[src/rtl/tapm_pkg.sv]
package tapm_pkg;

  typedef enum logic [3:0] {
    T_TLR, T_RTI, T_SELDR, T_CAPDR, T_SDR, T_E1DR, T_PDR, T_E2DR,
    T_UPDDR, T_SELIR, T_CAPIR, T_SIR, T_E1IR, T_PIR, T_E2IR, T_UPDIR
  } tap_e;

  typedef enum logic [1:0] {OP_MOVE, OP_EXEC, OP_SCAN_IR, OP_SCAN_DR} op_e;

  typedef enum logic [1:0] {PH_RST, PH_IDLE, PH_RUN, PH_POST} phase_e;

  localparam logic [2:0] SC_NONE = 3'd7;

  // one rising edge of the target controller
  function automatic tap_e tap_step(tap_e s, logic t);
    case (s)
      T_TLR:   return t ? T_TLR   : T_RTI;
      T_RTI:   return t ? T_SELDR : T_RTI;
      T_SELDR: return t ? T_SELIR : T_CAPDR;
      T_CAPDR: return t ? T_E1DR  : T_SDR;
      T_SDR:   return t ? T_E1DR  : T_SDR;
      T_E1DR:  return t ? T_UPDDR : T_PDR;
      T_PDR:   return t ? T_E2DR  : T_PDR;
      T_E2DR:  return t ? T_UPDDR : T_SDR;
      T_UPDDR: return t ? T_SELDR : T_RTI;
      T_SELIR: return t ? T_TLR   : T_CAPIR;
      T_CAPIR: return t ? T_E1IR  : T_SIR;
      T_SIR:   return t ? T_E1IR  : T_SIR;
      T_E1IR:  return t ? T_UPDIR : T_PIR;
      T_PIR:   return t ? T_E2IR  : T_PIR;
      T_E2IR:  return t ? T_UPDIR : T_SIR;
      default: return t ? T_SELDR : T_RTI;
    endcase
  endfunction

  // TMS bit that keeps a stable state where it is
  function automatic logic stay_bit(tap_e s);
    return (s == T_TLR);
  endfunction

  // next TMS bit on the way from s toward a different goal; the route
  // never enters Test-Logic-Reset unless that is the goal
  function automatic logic route_bit(tap_e s, tap_e goal);
    logic dr_goal;
    dr_goal = (goal == T_SDR) || (goal == T_PDR);
    case (s)
      T_TLR:   return goal == T_TLR;
      T_RTI:   return 1'b1;
      T_SELDR: return !(dr_goal || goal == T_RTI);
      T_CAPDR: return goal != T_SDR;
      T_SDR:   return goal != T_SDR;
      T_E1DR:  return goal != T_PDR;
      T_PDR:   return goal != T_PDR;
      T_E2DR:  return goal != T_SDR;
      T_UPDDR: return goal != T_RTI;
      T_SELIR: return goal == T_TLR;
      T_CAPIR: return goal != T_SIR;
      T_SIR:   return goal != T_SIR;
      T_E1IR:  return goal != T_PIR;
      T_PIR:   return goal != T_PIR;
      T_E2IR:  return goal != T_SIR;
      default: return goal != T_RTI;
    endcase
  endfunction

  function automatic tap_e code_to_tap(logic [2:0] c);
    case (c)
      3'd1:    return T_RTI;
      3'd2:    return T_PDR;
      3'd3:    return T_PIR;
      3'd4:    return T_SDR;
      3'd5:    return T_SIR;
      default: return T_TLR;
    endcase
  endfunction

  function automatic logic [2:0] tap_to_code(tap_e s);
    case (s)
      T_TLR:   return 3'd0;
      T_RTI:   return 3'd1;
      T_PDR:   return 3'd2;
      T_PIR:   return 3'd3;
      T_SDR:   return 3'd4;
      T_SIR:   return 3'd5;
      default: return SC_NONE;
    endcase
  endfunction

endpackage

[src/rtl/tapm_tracker.sv]
module tapm_tracker
  import tapm_pkg::*;
(
  input  logic       tck,
  input  logic       trst_n,
  input  logic       tms_line,
  output tap_e       tap,
  output tap_e       tap_nxt,
  output logic [2:0] cur_stable
);

  always_comb tap_nxt = tap_step(tap, tms_line);

  always_ff @(posedge tck or negedge trst_n) begin
    if (!trst_n) tap <= T_TLR;
    else         tap <= tap_nxt;
  end

  always_comb cur_stable = tap_to_code(tap);

endmodule

[src/rtl/tapm_seq.sv]
module tapm_seq
  import tapm_pkg::*;
#(
  parameter int CNT_W     = 32,
  parameter int RESET_LEN = 8
) (
  input  logic             tck,
  input  logic             trst_n,
  input  logic             cmd_valid,
  output logic             cmd_ready,
  input  logic [1:0]       cmd_op,
  input  logic [2:0]       cmd_end,
  input  logic [CNT_W-1:0] cmd_count,
  input  tap_e             tap,
  input  tap_e             tap_nxt,
  output logic             tms_next,
  output logic             done,
  output logic             irq,
  output logic             in_rst,
  output logic             last_shift
);

  localparam int RST_W = (RESET_LEN > 1) ? $clog2(RESET_LEN) : 1;
  localparam logic [RST_W-1:0] RST_INIT = RST_W'(RESET_LEN - 1);
  localparam logic [CNT_W-1:0] CNT_ONE  = CNT_W'(1);

  phase_e           phase;
  op_e              op;
  tap_e             end_tap;
  tap_e             work_tap;
  logic [CNT_W-1:0] cnt;
  logic [RST_W-1:0] rst_cnt;
  logic             counting;
  logic             cnt_last;
  logic             end_ok;
  op_e              in_op;

  assign in_op     = op_e'(cmd_op);
  assign end_ok    = (cmd_end <= 3'd5);
  assign cmd_ready = (phase == PH_IDLE);
  assign in_rst    = (phase == PH_RST);
  assign counting  = (phase == PH_RUN) && (op != OP_MOVE) && (tap == work_tap);
  assign cnt_last  = (cnt == '0);
  assign last_shift = counting && cnt_last &&
                      ((op == OP_SCAN_IR) || (op == OP_SCAN_DR));

  always_comb begin
    case (phase)
      PH_RST:  tms_next = 1'b1;
      PH_IDLE: tms_next = stay_bit(tap);
      PH_RUN: begin
        if (tap != work_tap)    tms_next = route_bit(tap, work_tap);
        else if (op == OP_MOVE) tms_next = stay_bit(tap);
        else if (op == OP_EXEC) tms_next = 1'b0;
        else                    tms_next = cnt_last;
      end
      default: tms_next = (tap == end_tap) ? stay_bit(tap) : route_bit(tap, end_tap);
    endcase
  end

  always_ff @(posedge tck or negedge trst_n) begin
    if (!trst_n) begin
      phase    <= PH_RST;
      rst_cnt  <= RST_INIT;
      op       <= OP_MOVE;
      end_tap  <= T_TLR;
      work_tap <= T_TLR;
      cnt      <= '0;
      done     <= 1'b0;
      irq      <= 1'b0;
    end else begin
      irq <= 1'b0;
      case (phase)
        PH_RST: begin
          if (rst_cnt == '0) phase <= PH_IDLE;
          else               rst_cnt <= rst_cnt - 1'b1;
        end
        PH_IDLE: begin
          if (cmd_valid && end_ok) begin
            op      <= in_op;
            end_tap <= code_to_tap(cmd_end);
            case (in_op)
              OP_MOVE:    work_tap <= code_to_tap(cmd_end);
              OP_EXEC:    work_tap <= T_RTI;
              OP_SCAN_IR: work_tap <= T_SIR;
              default:    work_tap <= T_SDR;
            endcase
            cnt   <= cmd_count - CNT_ONE;
            done  <= 1'b0;
            phase <= PH_RUN;
          end
        end
        PH_RUN: begin
          if (op == OP_MOVE) begin
            if (tap_nxt == end_tap) begin
              phase <= PH_IDLE;
              done  <= 1'b1;
              irq   <= 1'b1;
            end
          end else if (counting) begin
            if (cnt_last) begin
              if (tap_nxt == end_tap) begin
                phase <= PH_IDLE;
                done  <= 1'b1;
                irq   <= 1'b1;
              end else begin
                phase <= PH_POST;
              end
            end else begin
              cnt <= cnt - CNT_ONE;
            end
          end
        end
        default: begin
          if (tap_nxt == end_tap) begin
            phase <= PH_IDLE;
            done  <= 1'b1;
            irq   <= 1'b1;
          end
        end
      endcase
    end
  end

endmodule

[src/rtl/tapm_outdrv.sv]
module tapm_outdrv #(
  parameter int NUM_TMS   = 6,
  parameter int NUM_FIXED = 2
) (
  input  logic                         tck,
  input  logic                         trst_n,
  input  logic                         off_n,
  input  logic [NUM_TMS-NUM_FIXED-1:0] tms_sel,
  input  logic                         tms_next,
  output logic                         tms_line,
  output logic [NUM_TMS-1:0]           tms_o,
  output logic [NUM_TMS-1:0]           tms_oe,
  output logic                         tcko,
  output logic                         tcko_oe
);

  // target side is launched on the falling edge
  always_ff @(negedge tck or negedge trst_n) begin
    if (!trst_n) tms_line <= 1'b1;
    else         tms_line <= tms_next;
  end

  for (genvar i = 0; i < NUM_TMS; i++) begin : g_line
    assign tms_o[i] = tms_line;
    if (i < NUM_FIXED) begin : g_fix
      assign tms_oe[i] = off_n;
    end else begin : g_shared
      assign tms_oe[i] = off_n & tms_sel[i-NUM_FIXED];
    end
  end

  assign tcko    = tck;
  assign tcko_oe = off_n;

endmodule

[src/rtl/tapm_master.sv]
module tapm_master
  import tapm_pkg::*;
#(
  parameter int NUM_TMS   = 6,
  parameter int NUM_FIXED = 2,
  parameter int CNT_W     = 32,
  parameter int RESET_LEN = 8
) (
  input  logic                         tck,
  input  logic                         trst_n,
  input  logic                         off_n,
  input  logic [NUM_TMS-NUM_FIXED-1:0] tms_sel,
  input  logic                         cmd_valid,
  output logic                         cmd_ready,
  input  logic [1:0]                   cmd_op,
  input  logic [2:0]                   cmd_end,
  input  logic [CNT_W-1:0]             cmd_count,
  output logic                         done,
  output logic                         irq,
  output logic [2:0]                   cur_stable,
  output logic [NUM_TMS-1:0]           tms_o,
  output logic [NUM_TMS-1:0]           tms_oe,
  output logic                         tcko,
  output logic                         tcko_oe
);

  tap_e tap;
  tap_e tap_nxt;
  logic tms_next;
  logic tms_line;
  logic in_rst;
  logic last_shift;

  tapm_tracker u_trk (
    .tck        (tck),
    .trst_n     (trst_n),
    .tms_line   (tms_line),
    .tap        (tap),
    .tap_nxt    (tap_nxt),
    .cur_stable (cur_stable)
  );

  tapm_seq #(.CNT_W(CNT_W), .RESET_LEN(RESET_LEN)) u_seq (
    .tck        (tck),
    .trst_n     (trst_n),
    .cmd_valid  (cmd_valid),
    .cmd_ready  (cmd_ready),
    .cmd_op     (cmd_op),
    .cmd_end    (cmd_end),
    .cmd_count  (cmd_count),
    .tap        (tap),
    .tap_nxt    (tap_nxt),
    .tms_next   (tms_next),
    .done       (done),
    .irq        (irq),
    .in_rst     (in_rst),
    .last_shift (last_shift)
  );

  tapm_outdrv #(.NUM_TMS(NUM_TMS), .NUM_FIXED(NUM_FIXED)) u_drv (
    .tck      (tck),
    .trst_n   (trst_n),
    .off_n    (off_n),
    .tms_sel  (tms_sel),
    .tms_next (tms_next),
    .tms_line (tms_line),
    .tms_o    (tms_o),
    .tms_oe   (tms_oe),
    .tcko     (tcko),
    .tcko_oe  (tcko_oe)
  );

endmodule

[config.mk]
export PLATFORM = sky130hd
export DESIGN_NAME = tapm_master
export DESIGN_NICKNAME = d
export VERILOG_FILES = /design/src/rtl/tapm_pkg.sv /design/src/rtl/tapm_tracker.sv /design/src/rtl/tapm_seq.sv /design/src/rtl/tapm_outdrv.sv /design/src/rtl/tapm_master.sv
export SDC_FILE = /design/constraint.sdc
export NUM_CORES = 1
export LEC_CHECK = 0
export BUFFER_PORTS_ARGS = -buffer_cell sky130_fd_sc_hd__buf_2
export CORE_MARGIN = 2
export CORE_UTILIZATION = 59
export DETAILED_ROUTE_END_ITERATION = 12
export GPL_ROUTABILITY_DRIVEN = 1
export GPL_TIMING_DRIVEN = 0
export PLACE_DENSITY_LB_ADDON = 0.15
export SETUP_SLACK_MARGIN = 0.15
export SLEW_MARGIN = 10
export SYNTH_ARGS = -nofsm -noshare
export SYNTH_HDL_FRONTEND = slang
export SYNTH_SLANG_ARGS = --single-unit
[constraint.sdc]
create_clock -name tck -period 5 [get_ports tck]
set_clock_uncertainty 0.1 [all_clocks]
set_input_delay 0.25 -clock tck [delete_from_list [all_inputs] [get_ports tck]]
set_output_delay 0.25 -clock tck [all_outputs]
set_load 0.01 [all_outputs]
* Word level (Yosys, flattened, before mapping)
Cells that the tools add are included.
Cells by class: add/sub/neg operators 3, order comparisons 1, equality and inequality tests 50, mux-type cells 47, bitwise gates (word level) 6, reductions and logical operators 32
Operator list (number):
- two-way mux 32 bit | 4
- one-hot mux 32 bit (2 select lines) | 1
- subtractor 32 x 1 -> 32 bit (second input constant) | 2
- one-hot mux 4 bit (11 select lines) | 1
- equality test 4 x 3 -> 1 bit (second input constant) | 8
- logical NOT 32 bit | 1
- equality test 4 bit (second input constant) | 6
- two-way mux 2 bit | 10
- one-hot mux 4 bit (5 select lines) | 1
- one-hot mux 3 bit (6 select lines) | 1
- two-way mux 1 bit | 16
- two-way mux 4 bit | 4
- != test 4 x 3 -> 1 bit (second input constant) | 4
- != test 4 bit (second input constant) | 4
- one-hot mux 1 bit (7 select lines) | 2
- equality test 4 x 1 -> 1 bit (second input constant) | 3
- equality test 4 bit | 3
- logical NOT 4 bit | 3
- one-hot mux 4 bit (3 select lines) | 1
- OR reduction 2 bit | 6
- equality test 4 x 2 -> 1 bit (second input constant) | 2
- != test 4 x 1 -> 1 bit (second input constant) | 2
- AND reduction 4 bit | 2
- equality test 2 x 1 -> 1 bit (second input constant) | 3
- 25 further kinds | 49
Word-level totals: register bits after elaboration 54, input bits 45, output and inout bits 20, logic and storage cells 149

* Logic depth before layout (Yosys ltp)
Gate-level depths: netlist of run 1.
depth in word-level cells 9, mapped depth 15, depth with buffers taken out 10

* Cells and area by module
From an unflattened synthesis of run 1, not the netlist that was laid out.
Unflattened totals: cells, all modules 640, area, all modules 4898.4 um^2
By module, submodules not included:
- tapm_seq | instances 1, cells an instance 576, area each 4367.9 um^2, sequential area each 1229.9 um^2
- tapm_tracker | instances 1, cells an instance 48, area each 400.4 um^2, sequential area each 100.1 um^2
- tapm_outdrv | instances 1, cells an instance 16, area each 130.1 um^2, sequential area each 26.3 um^2

==> metrics, run 1 <==
Clk pin slew, worst setup/hold paths=~0.10 ns; Crit Path Category=reg -> reg; unrepaired setup endpoints after global routing=yes; crit start category=flip-flop; Setup WS post-layout=roughly 0.22 ns; setup tns final=0 ns; Yosys warning count=0; footprint of the multi-input gates=2899 sq um; CP Capture Type=flip-flop; commonest cells after routing, fill and taps aside=nor2_1, buf_2, nand2_1, dfrtp_1, o21ai_0; DRC=0; hpwl dp=between 10 and 15 mm; most frequent CP cell=buf_2; Worst-Margin Slew=approximately 0.81 ns; CP Cell Sequence=buf_4 > nor2b_1 > buf_6 > buf_2 > clkbuf_4 > buf_2 > o21ai_0 > a21oi_1 > a32oi_1; Hold Path Depth=4; Initial Util=about three fifths; Slew Limit Fails=0; Die W=roughly 90 um; initial antenna violation count=0; port bufs=between 60 and 70; GP Congestion=approximately 0.95; first-pass GRT wire length=24.03 mm; Fin. Hold Viols=0; Filler cells=676; crit path DAT=roughly 2.6 ns; Worst EP required=around 2.8 ns; FF+latch area=~1400 sq um; Relative slew margins=between 40% and 50%; die height=~92 um; Main synth FF type=dfrtp_1; pwr/cell area=a little under 600 nW/um^2; CP peak stage delay=around 0.34 ns; total wire length=between 10 and 15 mm; number of core rows=32; CTS tree=done; Layout area overhead=14.16%; Post-synth EDFFs=0; CORE AREA=7607 sq um; # IOs=65; asr flop ratio synth=100.0%; Tot GR Track Use=35.52%; largest net degree at the start of global routing=55; Mean Syn Cell Area=approximately 7.5 sq um; drt wl/cell=~19 um; Unique masters post-synth=67; vias in the first global route=about 4.8k; antenna diode count=0; Max Cap Viol=0; worst skew pair latency=slightly below 0.5 ns; most common cell after layout, fill and taps aside=nor2_1; Nets=between 700 and 800; worst min-delay path class=in -> reg; detail-routed via count per cell=approximately 6.5; initial DRC count=roughly 540; Syn Nets=about 670; Seq/Total Area, Yosys=a little under 30%; via count=between 5k and 6k; gr ovfl total=0; full die area=around 8500 sq um; Final setup viols=0; slowest library cell on the worst path=dfrtp_1; remaining antenna violation count=0; FF+latch count, synth=54; drt pass-1 iters=5; Post-Syn Area=between 4000 and 5000 sq um; worst slack, placed=-0.4751 ns; path depth of the worst reg2reg path=9; status=finished, final reports clean; Design Power=about 0.0030 W; cells after synthesis=615; maximum vdd drop=377.1 uV; layout cells sized above 1=approximately 18%; Crit Path Max Fanout=10; Lkg Pwr=approximately 2.2 nW
-- path summary, 6_finish.rpt --
kind,startpoint,to,slack (ns)
hold reg to reg,u_seq.rst_cnt[1]$_DFFE_PN1P_,u_seq.rst_cnt[1]$_DFFE_PN1P_,0.38
max in group asynchronous,trst_n,u_drv.tms_line$_DFF_NN1_,1.63
hold / removal,cmd_count[0],u_seq.cnt[0]$_DFFE_PN0P_,0.02
min in group asynchronous,trst_n,u_trk.tap[3]$_DFF_PN0_,0.31
setup reg to reg,u_seq.phase[1]$_DFFE_PN0P_,u_drv.tms_line$_DFF_NN1_,0.22
setup / recovery,u_seq.phase[1]$_DFFE_PN0P_,u_drv.tms_line$_DFF_NN1_,0.22
-- synth_stat cells (all sizes together) (11+ instances only) --
cell	n	area (sq um)
o22ai	12	75.07
o31ai	11	87.58
inv	20	75.07
o21ai	45	225.2
buf	19	140.1
nor4	13	96.34
nor3	17	90.09
nor2	107	404.1
nand2	58	217.7
a21oi	42	210.2
mux2i	25	250.2
dfrtp	50	1251
nand3	16	92.59
clkbuf	31	116.4
or3	14	87.58
xnor2	12	105.1
-- worst max-delay path: cells and delay by family (launching register included) --
family | cells | cell delay (ns)
buffers and inverters | 5 | 1.24
AO/OA/AOI/OAI | 3 | 0.38
AND/OR/NAND/NOR | 1 | 0.19
flip-flops | 1 | 0.34
-- power breakdown --
part           internal [W]  switching [W]
clock network      0.000165       0.000174
logic              0.000723        0.00111
registers          0.000639       0.000232
total               0.00153        0.00152
-- layout make-up --
cell class | instances | share of cell area (%)
clock buffer | 10 | 2.271
multi-input combinational | 490 | 55.39
inverter | 20 | 1.506
clock inverter | 3 | 0.2630
buffer | 50 | 5.451
sequential | 54 | 25.94
tap | 102 | 2.438
timing repair buffer | 67 | 6.742
-- routing by layer --
layer / wire length, um / part of all wire, % / up-vias / global-route usage (%)
li1: - / - / 2380 / -
met1: 5824 / 39 / 2424 / 45.26
met2: 7032 / 47 / 342 / 58.03
met3: 1355 / 9.1 / 65 / 5.916
met4: 643 / 4.3 / 0 / 18.41
met5: 0 / 0 / - / 0
-- stage by stage --
step	hold slack, ns	instance area, sq um	util, %	instances
floorplan	-0.1456	4584	-	615
CTS	0.001446	5164	67.88	792
global route	0.05544	5234	68.80	796
detailed placement	0.3307	5032	66.15	781
global placement	0.3307	5032	66.15	781
finish	0.02338	5234	68.80	796
-- sequential cells by signal, summed over array words and instances (netlist names) --
register        count
u_drv.tms_line      1
u_seq.cnt          32
u_seq.done          1
u_seq.end_tap       4
u_seq.irq           1
u_seq.op            2
u_seq.phase         2
u_seq.rst_cnt       3
u_seq.work_tap      4
u_trk.tap           4
-- repair_timing --
action | in CTS | in global routing
resized for setup | 6 | 31
pin swaps | 0 | 3
setup buffers | 0 | 2
setup endpoints to repair | 3 | 10
endpoints found under the hold margin | 0 | 51
hold buffers | 0 | 2
-- logic make-up (layout without fill, tap and decap cells) --
logic type | Yosys count | count (layout) | share of synthesized area, %
DFF | 54 | 54 | 29.59
muxes | 28 | 28 | 6.277
buffers and inverters | 71 | 150 | 7.314
xor gates and xnor gates | 13 | 13 | 2.484
AOI/OAI and AO/OA | 178 | 178 | 25.06
and+or+nand+nor | 266 | 266 | 27.92
adders and majority gates | 5 | 5 | 1.365
Power figures use the tool's default switching activity.
==> run 2: changes to the inputs <==
--- a/config.mk
+++ b/config.mk
@@ -12,6 +12,7 @@
 export GPL_ROUTABILITY_DRIVEN = 1
 export GPL_TIMING_DRIVEN = 0
 export PLACE_DENSITY_LB_ADDON = 0.15
+export REMOVE_ABC_BUFFERS = 1
 export SETUP_SLACK_MARGIN = 0.15
 export SLEW_MARGIN = 10
 export SYNTH_ARGS = -nofsm -noshare
==> metrics, run 2 (synthesis results as in run 1) <==
Nets=695 (-6.5%); Crit Path Category=reg -> reg; CP Capture Type=flip-flop; number of core rows=32 (unchanged); drt pass-1 iters=4 (-1); Filler cells=681 (+0.74%); # IOs=65 (unchanged); antenna diode count=0 (unchanged); crit start category=flip-flop; commonest cells after routing, fill and taps aside=nor2_1, buf_2, nand2_1, dfrtp_1, o21ai_0; Worst EP required=5.21 ns (+2.42 ns); Hold WS=0.02869 ns (+0.005303 ns); Final setup viols=0 (unchanged); die height=92.15 um (unchanged); fin cells=748 (-6.0%); worst skew pair latency=0.48 ns (about the same); max FFs per register=32 (unchanged); unrepaired setup endpoints after global routing=no; DRC=0 (unchanged); placed cell areas=4840 sq um (-3.8%); initial antenna violation count=0 (unchanged); Die W=92.15 um (unchanged); Fin. Hold Viols=0 (unchanged); largest net degree at the start of global routing=58 (+5.5%); Worst-Margin Slew=1.052 ns (+0.2394 ns); port bufs=64 (unchanged); total wire length=12.11 mm (-18%); via count=4782 (-8.2%); layout cells sized above 1=15.94% (-1.8 points); CORE AREA=7607 sq um (unchanged); fin area=5027 sq um (-3.9%); Initial Util=60.26% (unchanged); pwr/cell area=557.6 nW/um^2 (-4.1%); CTS tree=done; vias in the first global route=4277 (-11%); full die area=8492 sq um (unchanged); Lkg Pwr=2.080 nW (-6.5%); status=finished, final reports clean; crit path DAT=4.97 ns (+2.40 ns); Max Cap Viol=0 (unchanged); hpwl dp=8.348 mm (-20%); first-pass GRT wire length=19.57 mm (-19%); Slew Limit Fails=0 (unchanged); detail-routed via count per cell=6.393 (-2.3%); worst min-delay path class=in -> reg; Cells after DPL=733 (-6.1%); Crit Path Max Fanout=17 (+7); maximum vdd drop=256.4 uV (-32%); drt wl/cell=16.19 um (-13%); remaining antenna violation count=0 (unchanged); initial DRC count=290 (-47%); Biggest register=u_seq.cnt; Relative slew margins=29.90% (-16 points); Layout area overhead=9.662%; Clk pin slew, worst setup/hold paths=0.10 ns (about the same); gr ovfl total=0 (unchanged); GP Congestion=0.8985 (-5.1%); Tot GR Track Use=28.05% (-7.5 points); most common cell after layout, fill and taps aside=nor2_1
==> run 2: critical path, stage by stage, from the launching register on <==
cell,delay (ns)
dfstp_2,0.68
a21oi_1,0.07
or3_1,0.32
and3_1,0.21
xnor2_1,0.15
nand4_1,0.22
a211o_1,0.34
==> run 2: worst paths after layout <==
kind                                                   start                           end  depth (start not counted)  slack (ns)
max in group asynchronous                             trst_n      u_drv.tms_line$_DFF_NN1_                          2        1.62
worst min register to register  u_seq.rst_cnt[2]$_DFFE_PN1P_  u_seq.rst_cnt[2]$_DFFE_PN1P_                          2        0.39
worst max-delay path                u_drv.tms_line$_DFF_NN1_    u_seq.phase[1]$_DFFE_PN0P_                          6        0.24
worst min-delay path                            cmd_count[0]      u_seq.cnt[0]$_DFFE_PN0P_                          4        0.03
worst max register to register      u_drv.tms_line$_DFF_NN1_    u_seq.phase[1]$_DFFE_PN0P_                          6        0.24
min in group asynchronous                             trst_n      u_seq.cnt[5]$_DFFE_PN0P_                          2        0.30
==> run 2: repair_timing <==
item / 4_1_cts / 5_1_grt
pin swaps: 0 / 0
hold buffers: 1 / 1
buffers inserted: 0 / 2
endpoints found under the setup margin: 1 / 1
resized for setup: 5 / 3
hold endpoints to repair: 2 / 50
==> run 2: layer usage <==
metal / vias up / global-route usage (%) / share of wire [%] / routed length, um
li1: 2279 / - / - / -
met1: 2271 / 38.06 / 44 / 5317
met2: 214 / 45.96 / 47 / 5723
met3: 18 / 4.273 / 7.1 / 858
met4: 0 / 9.453 / 1.7 / 209
met5: - / 0 / 0 / 0
==> run 2: power by group <==
group | internal (W) | total, W | switching (W)
clock network | 0.000157 | 0.000335 | 0.000179
registers | 0.000644 | 0.00101 | 0.000364
logic | 0.000624 | 0.00146 | 0.000836
total | 0.00142 | 0.00280 | 0.00138
==> run 2: per-stage QoR <==
stage	util, %	total power (W)	setup TNS [ns]	worst slack (ns)
2_1_floorplan	-	0.001974	-0.7095	-0.7095
3_3_place_gp	62.78	0.002355	-17.20	-1.789
3_5_place_dp	63.62	0.002430	-0.2888	-0.2888
4_1_cts	65.58	0.002760	0	0.2287
5_1_grt	66.09	0.003026	0	0.1582
6_report	66.09	0.002803	0	0.2386
==> run 2: final cells by class <==
type / instances / area, sq um / share of cell area [%]
Multi-Input combinational cell: 490 / 2922 / 58.11
Clock buffer: 9 / 115.1 / 2.290
Timing Repair Buffer: 69 / 392.9 / 7.815
Clock inverter: 4 / 25.02 / 0.4978
Sequential cell: 54 / 1366 / 27.18
Inverter: 20 / 78.83 / 1.568
Tap cell: 102 / 127.6 / 2.539
==> run 3: changes to the inputs <==
--- a/config.mk
+++ b/config.mk
@@ -6,6 +6,7 @@
 export NUM_CORES = 1
 export LEC_CHECK = 0
 export BUFFER_PORTS_ARGS = -buffer_cell sky130_fd_sc_hd__buf_2
+export CORE_ASPECT_RATIO = 1.4
 export CORE_MARGIN = 2
 export CORE_UTILIZATION = 59
 export DETAILED_ROUTE_END_ITERATION = 12
==> metrics, run 3 (synthesis results as in run 1) <==
worst min-delay path class=in -> reg; R2R Setup Slk=0.17 ns (-0.07 ns); CP peak stage delay=0.48 ns (-0.20 ns); port bufs=64 (unchanged); crit start category=flip-flop; first-pass GRT wire length=20.55 mm (+5.0%); worst skew pair latency=0.50 ns (+0.02 ns); Initial Util=59.89% (-0.37 points); fin area=5059 sq um (+0.62%); Filler cells=676 (-0.73%); footprint of the multi-input gates=2923 sq um (about the same); number of core rows=38 (+19%); via count=4845 (+1.3%); path depth of the worst reg2reg path=6 (unchanged); Clk pin slew, worst setup/hold paths=0.11 ns (about the same); initial antenna violation count=0 (unchanged); setup tns final=0 ns (unchanged); crit path DAT=2.63 ns (-2.34 ns); hold path start=cmd_count[0]; Hold Path Depth=4 (unchanged); remaining antenna violation count=0 (unchanged); antenna diode count=0 (unchanged); Slew Limit Fails=0 (unchanged); reg-to-reg startpoint=u_seq.cnt[9]$_DFFE_PN0P_; CP Capture Type=flip-flop; Hold Path Sink=u_seq.cnt[0]$_DFFE_PN0P_; DRC=0 (unchanged); slowest library cell on the worst path=or3_1; CORE AREA=7655 sq um (+0.62%); Final setup viols=0 (unchanged); pwr/cell area=566.5 nW/um^2 (+1.6%); full die area=8502 sq um (+0.12%); most common cell after layout, fill and taps aside=nor2_1; gr ovfl total=0 (unchanged); Worst-Margin Slew=1.025 ns (-0.02621 ns); Fin. Hold Viols=0 (unchanged); max FFs per register=32 (unchanged); maximum vdd drop=308.5 uV (+20%); worst slack, placed=-0.4095 ns (-0.1207 ns); FF+latch area=1369 sq um (+0.18%); GP Congestion=0.9060 (+0.83%); Crit Path Max Fanout=6 (-11); largest net degree at the start of global routing=58 (unchanged); unrepaired setup endpoints after global routing=no; detail-routed via count per cell=6.469 (+1.2%); drt pass-1 iters=5 (+1); commonest cells after routing, fill and taps aside=nor2_1, buf_2, nand2_1, dfrtp_1, o21ai_0; Nets=698 (+0.43%); hpwl dp=8.947 mm (+7.2%); placed cell areas=4840 sq um (unchanged); Die W=78.50 um (-15%); Layout area overhead=10.34%; Crit Path Category=reg -> reg; Relative slew margins=31.65% (+1.7 points); CTS tree=done; drt wl/cell=17.40 um (+7.5%); reg-to-reg endpoint=u_drv.tms_line$_DFF_NN1_; total wire length=13.03 mm (+7.6%); Tot GR Track Use=30.16% (+2.1 points); vias in the first global route=4493 (+5.1%); Biggest register=u_seq.cnt; Setup WS post-layout=0.1686 ns (-0.06994 ns); initial DRC count=395 (+36%); CP Cell Sequence=nor4_1 > nand4_1 > or3_1 > nor2_1 > a21oi_1 > a32oi_1; # IOs=65 (unchanged); status=finished, final reports clean; Max Cap Viol=0 (unchanged); Lkg Pwr=2.104 nW (+1.2%); die height=108.3 um (+18%); layout cells sized above 1=16.33% (+0.39 points); Worst EP required=2.80 ns (-2.41 ns)
-- run 3: changes by cell type in the layout (fill, tap and decap cells not counted), sizes merged --
cell	previous run	this run
clkinv	2	1
clkbuf	8	9
clkinvlp	2	0
buf	68	71
inv	20	22
-- run 3: how the worst max path moves through the flow --
stage	startpoint	endpoint	slack, ns	cells after the start
after floorplan	u_seq.phase[1]$_DFFE_PN0P_	u_drv.tms_line$_DFF_NN1_	-0.71	4
after global placement	u_seq.phase[1]$_DFFE_PN0P_	u_drv.tms_line$_DFF_NN1_	-1.83	4
after detailed placement	u_trk.tap[3]$_DFF_PN0_	u_drv.tms_line$_DFF_NN1_	-0.41	7
after CTS	u_trk.tap[3]$_DFF_PN0_	u_drv.tms_line$_DFF_NN1_	0.20	7
after global routing	u_seq.cnt[10]$_DFFE_PN0P_	u_drv.tms_line$_DFF_NN1_	0.16	6
final	u_seq.cnt[9]$_DFFE_PN0P_	u_drv.tms_line$_DFF_NN1_	0.17	6
-- run 3: per-layer routing --
layer	track usage, %	wire length, um
met5	0	0
met4	14.66	546
met3	3.923	727
met2	55.56	6864
met1	33.90	4893
-- run 3: repair_timing --
action | in CTS | in global routing
hold buffers | 1 | 1
hold endpoints to repair | 1 | 50
setup buffers | 0 | 5
gates resized for setup | 6 | 3
endpoints found under the setup margin | 1 | 2
-- run 3: worst max-delay path: cells and delay by family (launching register included) --
family,cells,cell delay [ns]
compound gates,2,0.34
flops,1,0.45
simple gates,4,1.40
-- run 3: final cells by class --
| class | count | area share (%) |
|---|---|---|
| tap | 100 | 2.473 |
| clock inverter | 3 | 0.3710 |
| inverter | 20 | 1.509 |
| sequential | 54 | 27.06 |
| clock buffer | 10 | 2.548 |
| multi-input combinational | 490 | 57.78 |
| timing repair buffer | 72 | 8.261 |
-- run 3: stage by stage --
step	hold slack (ns)	std cells	power [W]	util, %
final	0.01376	749	0.002866	66.08
after global routing	0.03996	749	0.003082	66.08
after CTS	0.01331	743	0.002799	65.28
after detailed placement	0.2506	731	0.002445	63.22
after global placement	0.2506	729	0.002371	62.36
after floorplan	-0.1456	565	0.001974	-
-- run 3: power breakdown --
| part | leakage, nW | switching [W] | internal, W |
|---|---|---|---|
| Sequential | 0.639 | 0.000357 | 0.000646 |
| Clock | 0.0830 | 0.000186 | 0.000173 |
| Combinational | 1.38 | 0.000864 | 0.000640 |
| Total | 2.10 | 0.00141 | 0.00146 |
